<file path="src/rtl/dr_logic_cell.sv">
module dr_logic_cell #(
  parameter int FUNC   = 0,
  parameter int FANOUT = 1
) (
  input  logic              clk,
  input  logic              rst_n,
  input  logic              a_t,
  input  logic              a_f,
  output logic              a_ack,
  input  logic              b_t,
  input  logic              b_f,
  output logic              b_ack,
  output logic              y_t,
  output logic              y_f,
  input  logic [FANOUT-1:0] y_ack,
  output logic              err
);
  localparam bit IS_XOR  = (FUNC == 4);
  localparam bit SWAP_IN = (FUNC == 2) || (FUNC == 3);
  localparam bit INV_OUT = (FUNC == 1) || (FUNC == 2);

  logic a_lo, b_lo, fired, yt_q, yf_q, err_q;

  logic a_in, b_in, pa_t, pa_f, pb_t, pb_f;
  assign a_in = (a_t ^ a_f) & ~a_lo;
  assign b_in = (b_t ^ b_f) & ~b_lo;
  assign pa_t = SWAP_IN ? a_f : a_t;
  assign pa_f = SWAP_IN ? a_t : a_f;
  assign pb_t = SWAP_IN ? b_f : b_t;
  assign pb_f = SWAP_IN ? b_t : b_f;

  logic and_f, and_t, go, val;
  assign and_f = (a_in & pa_f) | (b_in & pb_f);
  assign and_t = a_in & b_in & pa_t & pb_t;

  generate
    if (IS_XOR) begin : g_xor
      assign go  = a_in & b_in;
      assign val = a_t ^ b_t;
    end else begin : g_and
      assign go  = and_f | and_t;
      assign val = and_t ^ INV_OUT;
    end
  endgenerate

  logic y_empty, emit, drained, take, bad;
  assign y_empty = ~yt_q & ~yf_q;
  assign emit    = ~fired & go & y_empty & (&y_ack);
  assign drained = ~y_empty & ~(|y_ack);
  assign take    = fired & a_in & b_in;
  assign bad     = (a_t & a_f) | (b_t & b_f);

  always_ff @(posedge clk) begin
    if (!rst_n) begin
      a_lo <= 1'b0; b_lo <= 1'b0; fired <= 1'b0;
      yt_q <= 1'b0; yf_q <= 1'b0; err_q <= 1'b0;
    end else if (!err_q) begin
      if (bad) begin
        err_q <= 1'b1;
      end else begin
        if (emit) begin
          yt_q  <= val;
          yf_q  <= ~val;
          fired <= 1'b1;
        end else if (drained) begin
          yt_q <= 1'b0;
          yf_q <= 1'b0;
        end
        if (take) begin
          fired <= 1'b0;
          a_lo  <= 1'b1;
          b_lo  <= 1'b1;
        end
        if (a_lo && !a_t && !a_f) a_lo <= 1'b0;
        if (b_lo && !b_t && !b_f) b_lo <= 1'b0;
      end
    end
  end

  assign a_ack = ~a_lo;
  assign b_ack = ~b_lo;
  assign y_t   = yt_q;
  assign y_f   = yf_q;
  assign err   = err_q;

  p_legal_out_r1: assert property (@(posedge clk) disable iff (!rst_n) !(y_t && y_f));
  p_emit_ready_r2: assert property (@(posedge clk) disable iff (!rst_n)
    $rose(y_t || y_f) |-> $past(&y_ack));
  p_hold_result_r7: assert property (@(posedge clk) disable iff (!rst_n)
    ((y_t || y_f) && (|y_ack)) |=> $stable({y_t, y_f}));
  p_ack_pair_r4: assert property (@(posedge clk) disable iff (!rst_n)
    $fell(a_ack) |-> ($fell(b_ack) && $past(b_t || b_f) && $past(a_t || a_f)));
  p_err_sticky_r9: assert property (@(posedge clk) disable iff (!rst_n)
    err |=> (err && $stable({y_t, y_f, a_ack, b_ack})));
  generate
    if (IS_XOR) begin : g_xor_chk
      p_xor_wait_r6: assert property (@(posedge clk) disable iff (!rst_n)
        $rose(y_t || y_f) |-> $past((a_t || a_f) && (b_t || b_f)));
    end
  endgenerate
endmodule

</file>
<file path="config.mk">
export PLATFORM = sky130hd
export DESIGN_NAME = dr_logic_cell
export DESIGN_NICKNAME = d
export VERILOG_FILES = /design/src/rtl/dr_logic_cell.sv
export SDC_FILE = /design/constraint.sdc
export NUM_CORES = 1
export LEC_CHECK = 0
export BUFFER_PORTS_ARGS = -buffer_cell sky130_fd_sc_hd__buf_2
export CAP_MARGIN = 20
export CORE_AREA = 2 2 39 41
export DETAILED_ROUTE_END_ITERATION = 8
export DIE_AREA = 0 0 41 43
export SLEW_MARGIN = 10
export SYNTH_ARGS = -nofsm -noshare
export SYNTH_HDL_FRONTEND = slang
export SYNTH_SLANG_ARGS = --single-unit
</file>
<file path="constraint.sdc">
create_clock -name clk -period 1.25 [get_ports clk]
set_input_delay 0.25 -clock clk [delete_from_list [all_inputs] [get_ports clk]]
set_output_delay 0.25 -clock clk [all_outputs]
set_load 0.03 [all_outputs]
</file>
==> metrics.md <==
| Metric | Value |
|---|---|
| Maximum fanout along the worst path | 4 |
| Crit. End Element | flip-flop |
| RD Place Congestion | a little under 0.8 |
| CTS tree | yes |
| Fraction of power spent switching nets | 27.66% |
| Global-route total usage across every layer | about 12% |
| Detailed placer's ending HPWL | between 600 and 700 µm |
| Worst setup skew after layout | between 0.002 and 0.003 ns |
| Share of the synthesized area in the top cell type | about a third |
| Starting Density | between 20% and 30% |
| Share of synthesized flip-flops with an asynchronous set or reset | 0% |
| Synth Instances | 34 |
| Data arrival time of the worst path | 1.32 ns |
| Fin. max-slew vios | 0 |
| Number of nets produced by synthesis | 43 |
| DRT Wirelength | 751 µm |
| Most common cell in the synthesized netlist | dfxtp_1 |
| Final Hold Viols | 0 |
| Die Outline Area | around 1800 µm² |
| Synthesis Warnings | 0 |
| Via-per-instance ratio | between 4 and 5 |
| Final period util | 94.76% |
| Number of iterations in the first detailed-routing pass | 2 |
| Status | completed |
| Final setup TNS | 0 ns |
| Area growth syn-to-layout | 49.47% |
| Routed met3 length | 47 µm |
| Grt ovf | 0 |
| Routed metal-1 wire length | between 300 and 400 µm |
| Crit path time final | approximately 1.2 ns |
| Worst Path Required | 1.39 ns |
| Buffers on Ports | 11 |
| Clock slew at the register clock pins of the worst setup and hold paths | 0.05 ns |
| Area of the multi-input gates | ~260 µm² |
| Post-synthesis sequential element count | 6 |
| Share of post-route cells with drive strength above 1 | 51.85% |
| Count of filler cells inserted in the layout | roughly 140 |
| Die extent in y | 43 µm |
| Sequential Power Share | 39.6% |
| # Max-Cap Violations | 0 |
| CTS Root Buffer Type | clkbuf_4 |
| Ant diodes | 0 |
| Share of total power in combinational logic | approximately a quarter |
| Global-route wire length before repair | 1366 µm |
| Worst rel slew slack | about four fifths |
| Core Rows | 14 |
| Average size of a mapped cell | around 10 µm² |
| Transition at the pin with the smallest max-transition slack | 0.3138 ns |
| Switching pwr | 0.1441 mW |
| Count of flip-flops with a built-in enable after synthesis | 0 |
| Storage cell area | around 120 µm² |
| Leakage power | between 0.2 and 0.25 nW |
| Number of levels in the clock H-tree | 1 |
| Share of power burned in the clock network | a little over a third |
| Maximum number of pins on one net before global-route repair | 8 |
| Commonest cells in the synthesized netlist | dfxtp_1 (6), a21boi_1 (3), o31ai_1 (3) |
| Cell Area, Synth | roughly 350 µm² |
| Cell type with the highest aggregate area in the netlist | dfxtp_1 |
| Peak supply drop | approximately 0.00035 V |
| # setup viols final | 0 |
| Number of DRC violations after detailed-routing iteration 0 | 2 |
| DRT antenna net count | 0 |
| Maximum count of clock buffers along a single path | 2 |
| Chip width | slightly above 40 µm |
| Total clock sinks | 6 |
| Power density over the cells | 984.0 nW/µm² |
| Highest routed layer | met4 |
| Worst setup SP type | flip-flop |
| Core outline area | 1384 µm² |
| Via count of the routed design | 347 |
| Met2 wire length | between 300 and 400 µm |
| Most used flip-flop cell after synthesis | dfxtp_1 |
| DRC | 0 |
| Leading cell types by total area after synthesis | dfxtp_1 (34%), a2111oi_4 (7.8%), ha_1 (7.1%) |
| Unique masters post-synth | 21 |
| Clock latency at the later pin of the worst-skew pair | 0.25 ns |
| Final Hold Slack | approximately 0.28 ns |
| CP Class | reg -> reg |
| Int Power | 0.3767 mW |
| Maximum clock frequency | 844.2 MHz |
| CTS hold repair buffers | 0 |
| Unrepaired setup endpoints after global routing | no |
| Mean routed wirelength per cell | around 11 µm |
| Number of nets in the layout | 65 |
| I/O pin count | 12 |
| Num CTS Buffers | 3 |
| Post-synthesis sequential area ratio | approximately 34% |
| Via count of the first global-routing pass | between 300 and 400 |
| Worst min-delay path class | in -> reg |
| Antenna violations before repair | 0 |
-- routing by layer --
metal  up-vias  GRT usage, %
li1        177             -
met1       157         13.14
met2         9         16.56
met3         4         4.712
met4         0         12.00
met5         -             0
-- power by group through the flow --
stage | clock network (mW) | registers [mW] | logic [mW]
floorplan | 0 | 0.219 | 0.0661
global placement | 0 | 0.210 | 0.128
detailed placement | 0 | 0.210 | 0.127
CTS | 0.192 | 0.206 | 0.127
global route | 0.210 | 0.208 | 0.143
finish | 0.185 | 0.206 | 0.129
-- worst max-delay path, cell delays in order (launching register included) --
cell       delay (ns)
dfxtp_2          0.34
and4bb_4         0.25
a2111oi_4        0.27
and4b_1          0.22
-- final cells by class --
cell class	count	share of cell area (%)
clock buffer	3	4.255
inverter	2	1.418
sequential	6	22.93
multi-input combinational	26	48.70
tap	16	3.783
timing repair buffer	17	18.91
-- path summary, 6_finish.rpt --
kind         startpoint     to  slack (ns)  cells after the start
max                a_lo  fired        0.07                      3
max reg2reg        a_lo  fired        0.07                      3
min reg2reg        a_lo   a_lo        0.48                      2
min               y_ack    y_f        0.28                      3
-- sequential cells by signal (all words and copies together), names as in the netlist --
signal and count:
y_f 1, a_lo 1, b_lo 1, y_t 1
fired 1, err 1
-- what timing repair did --
action,4_1_cts,5_1_grt
gates resized for setup,0,2
buffers inserted,0,0
setup endpoints to repair,0,3
-- placed cells by master, fill, tap and decap left out, types with 2 or more instances in the layout --
master and instances:
inv_1 2, dfxtp_1 5, buf_2 11, ha_4 2, o31ai_1 3, buf_4 6, and2_1 2, a21boi_1 3
clkbuf_4 3
-- cells by family after synthesis --
group | synth area share, %
AO/OA/AOI/OAI | 27.56
AND/OR/NAND/NOR | 29.33
adder cells (fa/ha/maj) | 7.066
flip-flops | 33.92
buffers and inverters | 2.121
-- metrics by stage --
step           std cells  setup slack, ns  power, mW  utilization (%)  cell area (µm²)
2_1_floorplan         34        -0.009667     0.2854                -            380.4
3_3_place_gp          67          -0.1719     0.3386            36.17            500.5
4_1_cts               70          0.01211     0.5261            37.79            523.0
5_1_grt               70          0.01787     0.5610            38.25            529.3
6_report              70          0.06550     0.5208            38.25            529.3
3_5_place_dp          67          -0.1766     0.3373            36.17            500.5
Note: power is estimated with default switching activity, not from simulation.
